File: config.mk
export PLATFORM = sky130hd
export DESIGN_NAME = irq_collapse
export DESIGN_NICKNAME = d
export VERILOG_FILES = /design/src/rtl/irq_pkg.sv /design/src/rtl/irq_or_reduce.sv /design/src/rtl/irq_pin_sync.sv /design/src/rtl/irq_frame_timer.sv /design/src/rtl/irq_collapse.sv
export SDC_FILE = /design/constraint.sdc
export NUM_CORES = 1
export LEC_CHECK = 0
export BUFFER_PORTS_ARGS = -buffer_cell sky130_fd_sc_hd__buf_2
export CAP_MARGIN = 0
export CELL_PAD_IN_SITES_DETAIL_PLACEMENT = 0
export CELL_PAD_IN_SITES_GLOBAL_PLACEMENT = 1
export CORE_MARGIN = 2
export CORE_UTILIZATION = 38
export CTS_CLUSTER_SIZE = 10
export DETAILED_ROUTE_END_ITERATION = 12
export GPL_TIMING_DRIVEN = 0
export PLACE_DENSITY = 0.88
export SLEW_MARGIN = 30
export SYNTH_ARGS = -nofsm -noshare
export SYNTH_HDL_FRONTEND = slang
export SYNTH_SLANG_ARGS = --single-unit
export TNS_END_PERCENT = 30
File: constraint.sdc
create_clock -name clk -period 3 [get_ports clk]
set_input_delay 0.75 -clock clk [delete_from_list [all_inputs] [get_ports clk]]
set_output_delay 0.75 -clock clk [all_outputs]
set_load 0.005 [all_outputs]
File: src/rtl/irq_pkg.sv
package irq_pkg;
  localparam int A_ST0 = 0;
  localparam int A_ST1 = 1;
  localparam int A_EN0 = 2;
  localparam int A_EN1 = 3;

  localparam int B_GPIO = 0;
  localparam int B_SSUM = 1;
  localparam int B_USUM = 2;
  localparam int B_TICK = 3;
  localparam int B_XP0  = 4;
  localparam int ST0_W  = 5;
  localparam int ST1_W  = 1;
  localparam int DATA_W = 8;
endpackage

File: src/rtl/irq_or_reduce.sv
module irq_or_reduce #(
  parameter int W = 8
) (
  input  logic         clk,
  input  logic         rst,
  input  logic [W-1:0] flags,
  output logic         summary
);
  always_ff @(posedge clk) begin
    if (rst) summary <= 1'b0;
    else     summary <= |flags;
  end
endmodule

File: src/rtl/irq_pin_sync.sv
module irq_pin_sync #(
  parameter int W      = 2,
  parameter int STAGES = 2
) (
  input  logic         clk,
  input  logic         rst,
  input  logic [W-1:0] d,
  output logic [W-1:0] q
);
  logic [W-1:0] stg [STAGES];

  always_ff @(posedge clk) begin
    if (rst) stg[0] <= '0;
    else     stg[0] <= d;
  end

  for (genvar i = 1; i < STAGES; i++) begin : g_stage
    always_ff @(posedge clk) begin
      if (rst) stg[i] <= '0;
      else     stg[i] <= stg[i-1];
    end
  end

  assign q = stg[STAGES-1];
endmodule

File: src/rtl/irq_frame_timer.sv
module irq_frame_timer #(
  parameter int FRAME_EN = 1000
) (
  input  logic clk,
  input  logic rst,
  input  logic clk_en,
  input  logic clr,
  output logic wrap,
  output logic flag
);
  localparam int CNT_W = (FRAME_EN > 1) ? $clog2(FRAME_EN) : 1;
  localparam logic [CNT_W-1:0] LAST = CNT_W'(FRAME_EN - 1);

  logic [CNT_W-1:0] cnt;

  assign wrap = clk_en && (cnt == LAST);

  always_ff @(posedge clk) begin
    if (rst) begin
      cnt <= '0;
    end else if (clk_en) begin
      if (cnt == LAST) cnt <= '0;
      else             cnt <= cnt + 1'b1;
    end
  end

  always_ff @(posedge clk) begin
    if (rst)       flag <= 1'b0;
    else if (wrap) flag <= 1'b1;
    else if (clr)  flag <= 1'b0;
  end
endmodule

File: src/rtl/irq_collapse.sv
module irq_collapse
  import irq_pkg::*;
#(
  parameter int U_W         = 8,
  parameter int S_W         = 8,
  parameter int G_W         = 8,
  parameter int ADDR_W      = 3,
  parameter int FRAME_EN    = 1000,
  parameter int SYNC_STAGES = 2
) (
  input  logic              clk,
  input  logic              rst,
  input  logic              clk_en,
  input  logic [ADDR_W-1:0] bus_addr,
  input  logic              bus_rd,
  input  logic              bus_wr,
  input  logic [7:0]        bus_wdata,
  output logic [7:0]        bus_rdata,
  input  logic [U_W-1:0]    usub_flags,
  input  logic [S_W-1:0]    ssub_flags,
  input  logic [G_W-1:0]    gpio_flags,
  input  logic              ext_pin0,
  input  logic              ext_pin1,
  output logic              cpu_irq
);
  logic             g_sum, s_sum, u_sum;
  logic [1:0]       pin_s;
  logic [1:0]       xpin_q;
  logic             tick_flag, frame_wrap;
  logic [ST0_W-1:0] st0, en0;
  logic [ST1_W-1:0] st1, en1;
  logic             rd_st0;
  logic [7:0]       rd_mux;

  irq_or_reduce #(.W(G_W)) u_gpio_sum (.clk(clk), .rst(rst), .flags(gpio_flags), .summary(g_sum));
  irq_or_reduce #(.W(S_W)) u_s_sum    (.clk(clk), .rst(rst), .flags(ssub_flags), .summary(s_sum));
  irq_or_reduce #(.W(U_W)) u_u_sum    (.clk(clk), .rst(rst), .flags(usub_flags), .summary(u_sum));

  irq_pin_sync #(.W(2), .STAGES(SYNC_STAGES)) u_pin_sync (
    .clk(clk), .rst(rst), .d({ext_pin1, ext_pin0}), .q(pin_s)
  );

  always_ff @(posedge clk) begin
    if (rst) xpin_q <= '0;
    else     xpin_q <= pin_s;
  end

  assign rd_st0 = bus_rd && (bus_addr == ADDR_W'(A_ST0));

  irq_frame_timer #(.FRAME_EN(FRAME_EN)) u_frame (
    .clk(clk), .rst(rst), .clk_en(clk_en), .clr(rd_st0),
    .wrap(frame_wrap), .flag(tick_flag)
  );

  always_comb begin
    st0         = '0;
    st0[B_GPIO] = g_sum;
    st0[B_SSUM] = s_sum;
    st0[B_USUM] = u_sum;
    st0[B_TICK] = tick_flag;
    st0[B_XP0]  = xpin_q[0];
    st1         = xpin_q[1];
  end

  always_ff @(posedge clk) begin
    if (rst) begin
      en0 <= '0;
      en1 <= '0;
    end else if (bus_wr) begin
      if (bus_addr == ADDR_W'(A_EN0)) en0 <= bus_wdata[ST0_W-1:0];
      if (bus_addr == ADDR_W'(A_EN1)) en1 <= bus_wdata[ST1_W-1:0];
    end
  end

  always_comb begin
    rd_mux = '0;
    case (bus_addr)
      ADDR_W'(A_ST0): rd_mux[ST0_W-1:0] = st0;
      ADDR_W'(A_ST1): rd_mux[ST1_W-1:0] = st1;
      ADDR_W'(A_EN0): rd_mux[ST0_W-1:0] = en0;
      ADDR_W'(A_EN1): rd_mux[ST1_W-1:0] = en1;
      default:        rd_mux = '0;
    endcase
  end

  always_ff @(posedge clk) begin
    if (rst)         bus_rdata <= '0;
    else if (bus_rd) bus_rdata <= rd_mux;
  end

  always_ff @(posedge clk) begin
    if (rst) cpu_irq <= 1'b0;
    else     cpu_irq <= (|(st0 & en0)) || (|(st1 & en1));
  end
endmodule

### Yosys cells after proc, flatten, opt, wreduce, memory -nomap -nowiden

Memories as Yosys holds them, arrays and structs flattened. A register that Yosys moved wholly into a read port is not among the register bits.
Cells that the tools add are included.

* bits of input ports: 42
* register bits after elaboration: 26
* bits in writable memories: 4
* logic and storage cells: 40
* memories: 1

Memories
* u_pin_sync.stg: words 2, bits a word 2, read ports 2, clocked after memory_dff 1, wr ports 2, RTL line irq_pin_sync.sv:10 `logic [W-1:0] stg [STAGES];`

* multiplexer cells: 10
* bitwise logic cells: 4
* reduce and logical (&&, ||, !) cells: 11
* add/sub/neg operators: 1
* equal/unequal tests: 4

Operator list (count)
* 8-bit OR reduction: 3
* 10-bit by 1-bit adder with 10-bit output (second input constant): 1
* 10-bit equality test (second input constant): 1
* 10-bit 2-to-1 mux: 1
* 4-bit case mux with 2 select lines: 1
* 3-bit by 2-bit equality test with 1-bit output (second input constant): 2
* 5-bit AND: 1
* 1-bit 2-to-1 mux: 5
* 5-bit OR reduction: 1
* 2-bit 2-to-1 mux: 2
* 1-bit case mux with 4 select lines: 1
* 2-bit AND reduction: 2
* 3-bit by 1-bit equality test with 1-bit output (second input constant): 1
* 3-bit logical NOT: 1
* 1-bit logical AND: 2
* 1-bit bitwise OR: 2
* 2-bit nonzero test: 1
* 1-bit AND: 1
* 1-bit logical OR: 1

### Depth between registers and ports, before layout

Gate-level depths: netlist (run 1).

* depth after elaboration: 4
* depth in mapped cells: 5
* gate-level depth less buffers: 4

### Modules after synthesis

Synthesis (run 1) repeated with hierarchy kept, for this count alone.

* cell total of the unflattened synthesis: 136
* area total of the unflattened synthesis: 1370.1 um2

Modules (own cells, without submodules)
* irq_collapse: area an instance 628.1 um2, times used 1, cells each 58
* irq_frame_timer: area an instance 524.3 um2, times used 1, cells each 58
* irq_or_reduce: area an instance 37.5 um2, times used 3, cells each 4
* irq_pin_sync: area an instance 105.1 um2, times used 1, cells each 8

### Worst setup path after synthesis (run 1)

Ideal clock, no wire load.

* path type: input port to flip-flop
* start point: input port bus_addr[1]
* end point: register en0[0]
* arrival time: 1.533 ns
* required time: 2.883 ns
* setup slack: 1.350 ns
* stages: 5
* cell sequence: buf_2 and4bb_2 buf_2 mux2i_1 nor2_1

* longest elaborated chain between the ends: 2

Ends and longest elaborated chain
* start: declaration: RTL line irq_collapse.sv:14 `input logic [ADDR_W-1:0] bus_addr,`
* 3-bit by 2-bit equality test with 1-bit output: RTL line irq_collapse.sv:70 `if (bus_addr == ADDR_W'(A_EN0)) en0 <= bus_wdata[ST0_W-1:0];`
* 2-bit AND reduction (no line)
* end signal: assignment: RTL line irq_collapse.sv:70
* end: declaration: RTL line irq_collapse.sv:30 `logic [ST0_W-1:0] st0, en0;`

Every way passes these cells.
A chain may end at the register's enable or synchronous reset.

### Worst setup path after layout (run 1)

* start point: register bus_rdata[3]
* end point: output port bus_rdata[3]

RTL lines
* start: declaration: RTL line irq_collapse.sv:18 `output logic [7:0] bus_rdata,`
* start signal: assignment: RTL line irq_collapse.sv:88 `else if (bus_rd) bus_rdata <= rd_mux;`

No word-level cell between the ends.

==> flow_metrics.tcl, run 1 <==
set metrics [dict create \
    outcome "finished clean" \
    most-common-layout-cells "buf_2, dfxtp_1, nor2_1, mux2i_1, a21oi_1" \
    synth_seq_cells 32 \
    hold_class "reg2reg" \
    place_area_um2 1623 \
    antenna_cells 0 \
    synthSimpleGateAreaFrac_pct 22.75 \
    fmax_mhz 652.4 \
    stdcell_area_um2 1699 \
    grtUsageTotal_pct 14.77 \
    synth_edf_count 0 \
    fin_tns_setup_ns 0 \
    synth.mux.area_fraction_pct 9.099 \
    initial_utilization_pct 40.07 \
    skew_ns 0.01549 \
    reg2regPathDepth 4 \
    rows 21 \
    leakagePower_nw 0.7255 \
    cts-root-buf "clkbuf_4" \
    start_kind "register" \
    layout_commonest_cell "buf_2" \
    ir_drop_v 0.0002133 \
    ys_warn_count 0 \
    rsz0062_at_grt "false" \
    grt_pass1_vias 1080 \
    clockBufferDepth 2 \
    crit_type "reg2out" \
    grt_max_degree 11 \
    drive_gt1_share_pct 33.33 \
    gp_congestion 0.7689 \
    min_path_cells 1 \
    syn_avg_cell_area_um2 9.836 \
    firstDrtPassIters 4 \
    drt-initial-drc-count 26 \
    synth_top_family_by_area "simple AND/OR/NAND/NOR gates" \
    crit_fanout 2 \
    ant_nets 0 \
    grt_pass1_wl_mm 4.588 \
    preCtsSetupSlack_ns 1.176 \
    clk_pin_slew_ns 0.10 \
    yosysSeqAreaShare_pct 47.54 \
    fin_ws_ns 1.467 \
    wl_mm 2.805 \
    path_cells "buf_2" \
    cp_slowest_cell "dfxtp_1" \
    report.final.slew_viol_count 0 \
    fin_crit_sh_pct 51.10 \
    cts_tree "built" \
    wire_per_inst_um 11.94 \
    dieHeight_um 63.55 \
    post_cts.repair.setup_buffers 0 \
    core_um2 3363 \
    final_nets 231 \
    drcViolationCount 0 \
    synthArstFlopShare_pct 0 \
    ctsHoldBuffers 0 \
    syn_inst 137 \
    cts_htree_levels 2 \
    io_buffers 42 \
    synthAdderAreaFrac_pct 0.9285 \
    path_depth 1 \
    cts_buffers 5 \
    die_x_um 63.55 \
    hpwlAfterDp_mm 2.122 \
    synthDistinctLibCells 36 \
    path_buf_inv 1 \
    synth.cell_area_um2 1348 \
    hold_viol_final 0 \
    vias_per_cell 5.051 \
    max_stage_delay_ns 0.34 \
    critPathArrivalTime_ns 0.78 \
    area_growth_pct 26.09 \
    maxCapViolations 0 \
    critical_path_required_ns 2.25 \
    grt_overflow 0 \
    vias 1187 \
    cts_resized 0 \
    power.density_nw_per_um2 485.7 \
    setup_viol 0 \
    clkLatencyLatePin_ns 0.33 \
    synthXorXnorAreaFrac_pct 2.600 \
    holdWs_ns 0.4491 \
    setup.worst_path.end_class "primary output" \
    fin_crit_ns 1.533 \
    clock-sinks 32 \
    critPathTopFamily "flip-flops" \
    io-pin-count 51 \
    synth_compound_area_share_pct 12.35 \
    die_area_um2 4039 \
    grt_antenna_before_repair 0 \
    p_total_mw 0.8253 \
    synthFlopType "dfxtp_1" \
]
[metal layers]
metal / vias to the layer above / share of wire, % / global-route usage, %
li1: 607 / - / -
met1: 525 / 44 / 16.76
met2: 51 / 47 / 24.08
met3: 4 / 7.4 / 5.714
met4: 0 / 1.4 / 7.337
met5: - / 0 / 0
[kinds of logic (layout without fill, tap and decap cells)]
logic type      count (synthesis)  count (layout)
compound gates                 26              26
buf+inv                        11              61
xor+xnor                        4               4
other cells                     1               3
flops                          32              32
fa+ha+maj                       1               1
simple gates                   51              51
mux                            11              11
[Yosys cell counts, types with 4 or more instances]
cell type	number	share of area [%]
nor2b_1	6	2.8
dfxtp_1	32	48
o21ai_0	7	2.6
buf_4	4	2.2
nor4_1	6	2.8
nand2_1	7	2.0
mux2i_1	10	7.4
a21oi_1	8	3.0
nand4_1	4	1.9
nor2_1	11	3.1
[worst paths after layout]
path	start	endpoint	slack, ns
min reg2reg	u_pin_sync.stg[1][0]	xpin_q[0]	0.45
min	u_pin_sync.stg[1][0]	xpin_q[0]	0.45
max	bus_rdata[3]	bus_rdata[3]	1.47
max reg2reg	u_frame.cnt[0]	u_frame.cnt[6]	1.53
[layout make-up]
class,count,area (µm²)
plain buffers,8,48.80
clock buffers,6,41.29
clock inverters,2,35.03
fillers,339,1664
inverters,3,11.26
multi-input cells,96,654.4
flip-flops and latches,32,640.6
well taps,46,57.56
repair buffers,42,210.2
[through the flow]
| stage | std cells | util (%) |
|---|---|---|
| 3_5_place_dp | 227 | 48.25 |
| 2_1_floorplan | 139 | - |
| 3_3_place_gp | 227 | 48.25 |
| 6_report | 235 | 50.52 |
| 5_1_grt | 235 | 50.52 |
| 4_1_cts | 235 | 50.52 |
[report_power, final]
| part | switching, mW | total, mW | internal (mW) | leakage [nW] |
|---|---|---|---|---|
| registers | 0.00703 | 0.443 | 0.436 | 0.261 |
| clock network | 0.139 | 0.313 | 0.175 | 0.0422 |
| logic | 0.0323 | 0.0694 | 0.0371 | 0.423 |
[registers in the layout, indices dropped and copies added (netlist names)]
register            count
u_gpio_sum.summary      1
u_frame.cnt            10
u_frame.flag            1
en1                     1
u_u_sum.summary         1
bus_rdata               5
u_pin_sync.stg          4
en0                     5
xpin_q                  2
cpu_irq                 1
u_s_sum.summary         1
No activity file was read; power rests on OpenSTA's default activity.
==> inputs of run 2 (changes only) <==
- CORE_UTILIZATION: 38 -> 32
- PLACE_DENSITY: 0.88 -> 0.79
- clock period: 3 -> 1.4 ns (I/O delays scaled with it)
==> run 2 against run 1 <==
Cell count increased by 1.7%. Highest routed layer unchanged. Register-to-register slack got worse by 1.5 ns. Combinational power increased by 120%. Critical path type is now reg2reg.
==> flow_metrics.tcl, run 2 (synthesis gave the netlist of run 1 again) <==
set metrics [dict create \
    antenna_cells 0 \
    crit_type "reg2reg" \
    multiInputGateArea_um2 679.4 \
    rows 23 \
    reg_top3 "u_frame.cnt: 10 flops, bus_rdata: 5 flops, en0: 5 flops" \
    cts_tree "built" \
    grtUsageTotal_pct 12.19 \
    post_cts.repair.setup_buffers 0 \
    path_buf_inv 0 \
    layoutNonFillerInstCount 239 \
    fmax_mhz 751.2 \
    outcome "finished clean" \
    clock-sinks 32 \
    grt_antenna_before_repair 0 \
    core_um2 4029 \
    hold_class "in2reg" \
    dieHeight_um 68.89 \
    gp_congestion 0.7759 \
    fin_tns_setup_ns 0 \
    finalCoreUtilization_pct 43.73 \
    skew_ns 0.008965 \
    hpwlAfterDp_mm 2.082 \
    place_area_um2 1628 \
    min_from "ext_pin1" \
    rsz0062_at_grt "false" \
    ir_drop_v 0.0004685 \
    largest_register_ffs 10 \
    ctsHoldBuffers 0 \
    hold_end "u_pin_sync.stg[0][1]" \
    io_buffers 42 \
    power.density_nw_per_um2 1113 \
    maxCapViolations 0 \
    die_area_um2 4746 \
    drt-initial-drc-count 70 \
    critPathTopFamily "flip-flops" \
    dp.cells 231 \
    report.final.slew_viol_count 0 \
    cts_buffers 5 \
    grt_max_degree 11 \
    cp_slowest_cell "dfxtp_1" \
    drcViolationCount 0 \
    r2r_setup_slack_ns 0.07 \
    crit_fanout 7 \
    max_stage_delay_ns 0.41 \
    min_path_cells 2 \
    path_cells "ha_4 > and4b_2 > a41o_4 > a21oi_1" \
    cts_htree_levels 2 \
    wl_mm 2.724 \
    final_nets 231 \
    path_depth 4 \
    io-pin-count 51 \
    crit-reg2reg-capture "u_frame.cnt[7]" \
    most-common-layout-cells "buf_2, dfxtp_1, nor2_1, mux2i_1, a21oi_1" \
    fillers 401 \
    critical_path_required_ns 1.56 \
    area_growth_pct 30.73 \
    ant_nets 0 \
    leakagePower_nw 0.7358 \
    setup.worst_path.end_class "register" \
    p_total_mw 1.961 \
    grt_pass1_wl_mm 4.112 \
    vias 1152 \
    setup_viol 0 \
    holdWs_ns 0.2723 \
    critPathArrivalTime_ns 1.50 \
    drive_gt1_share_pct 35.45 \
    initial_utilization_pct 33.45 \
    stdcell_area_um2 1762 \
    clkLatencyLatePin_ns 0.29 \
    wire_per_inst_um 11.40 \
    vias_per_cell 4.820 \
    die_x_um 68.89 \
    cts-root-buf "clkbuf_8" \
    clk_pin_slew_ns 0.07 \
    hold_viol_final 0 \
    start_kind "register" \
    fin_crit_ns 1.331 \
    preCtsSetupSlack_ns -0.08317 \
    clockBufferDepth 2 \
    layout_commonest_cell "buf_2" \
    seq_area_um2 641.9 \
    firstDrtPassIters 4 \
    grt_pass1_vias 935 \
    grt_overflow 0 \
    r2r_start "u_frame.cnt[1]" \
    reg2regPathDepth 4 \
    fin_crit_sh_pct 95.09 \
    largest_register "u_frame.cnt" \
    fin_ws_ns 0.06874 \
]
-- run 2: worst max-delay path by stage --
stage | start | end | slack, ns
floorplan | u_frame.cnt[0] | u_frame.cnt[0] | 0.14
global placement | u_frame.cnt[0] | u_frame.cnt[0] | -0.08
detailed placement | u_frame.cnt[0] | u_frame.cnt[0] | -0.08
CTS | u_frame.cnt[0] | u_frame.cnt[7] | 0.01
global route | u_frame.cnt[2] | u_frame.cnt[7] | 0.02
finish | u_frame.cnt[1] | u_frame.cnt[7] | 0.07
-- run 2: report_power, final --
| group | switching (mW) | internal [mW] | total [mW] |
|---|---|---|---|
| combinational | 0.0685 | 0.0830 | 0.151 |
| sequential | 0.0176 | 0.935 | 0.953 |
| clock | 0.329 | 0.527 | 0.857 |
| total | 0.415 | 1.55 | 1.96 |
-- run 2: layout make-up --
cell class / count / area share (%)
repair buffers: 42 / 11.93
inverters: 3 / 0.6392
well taps: 50 / 3.551
flip-flops and latches: 32 / 36.43
clock buffers: 6 / 4.119
multi-input cells: 96 / 38.57
clock inverters: 2 / 1.989
plain buffers: 8 / 2.770
-- run 2: what timing repair did --
| item | CTS | global route |
|---|---|---|
| gates resized for setup | 3 | 3 |
| cloned | 0 | 0 |
| pin swaps | 0 | 1 |
| endpoints found under the setup margin | 7 | 8 |
-- run 2: per-layer routing --
layer / vias to the layer above / share of wire (%) / global-route usage, %
li1: 600 / - / -
met1: 507 / 50 / 16.27
met2: 37 / 41 / 16.47
met3: 8 / 6.9 / 5.032
met4: 0 / 1.9 / 6.618
met5: - / 0 / 0
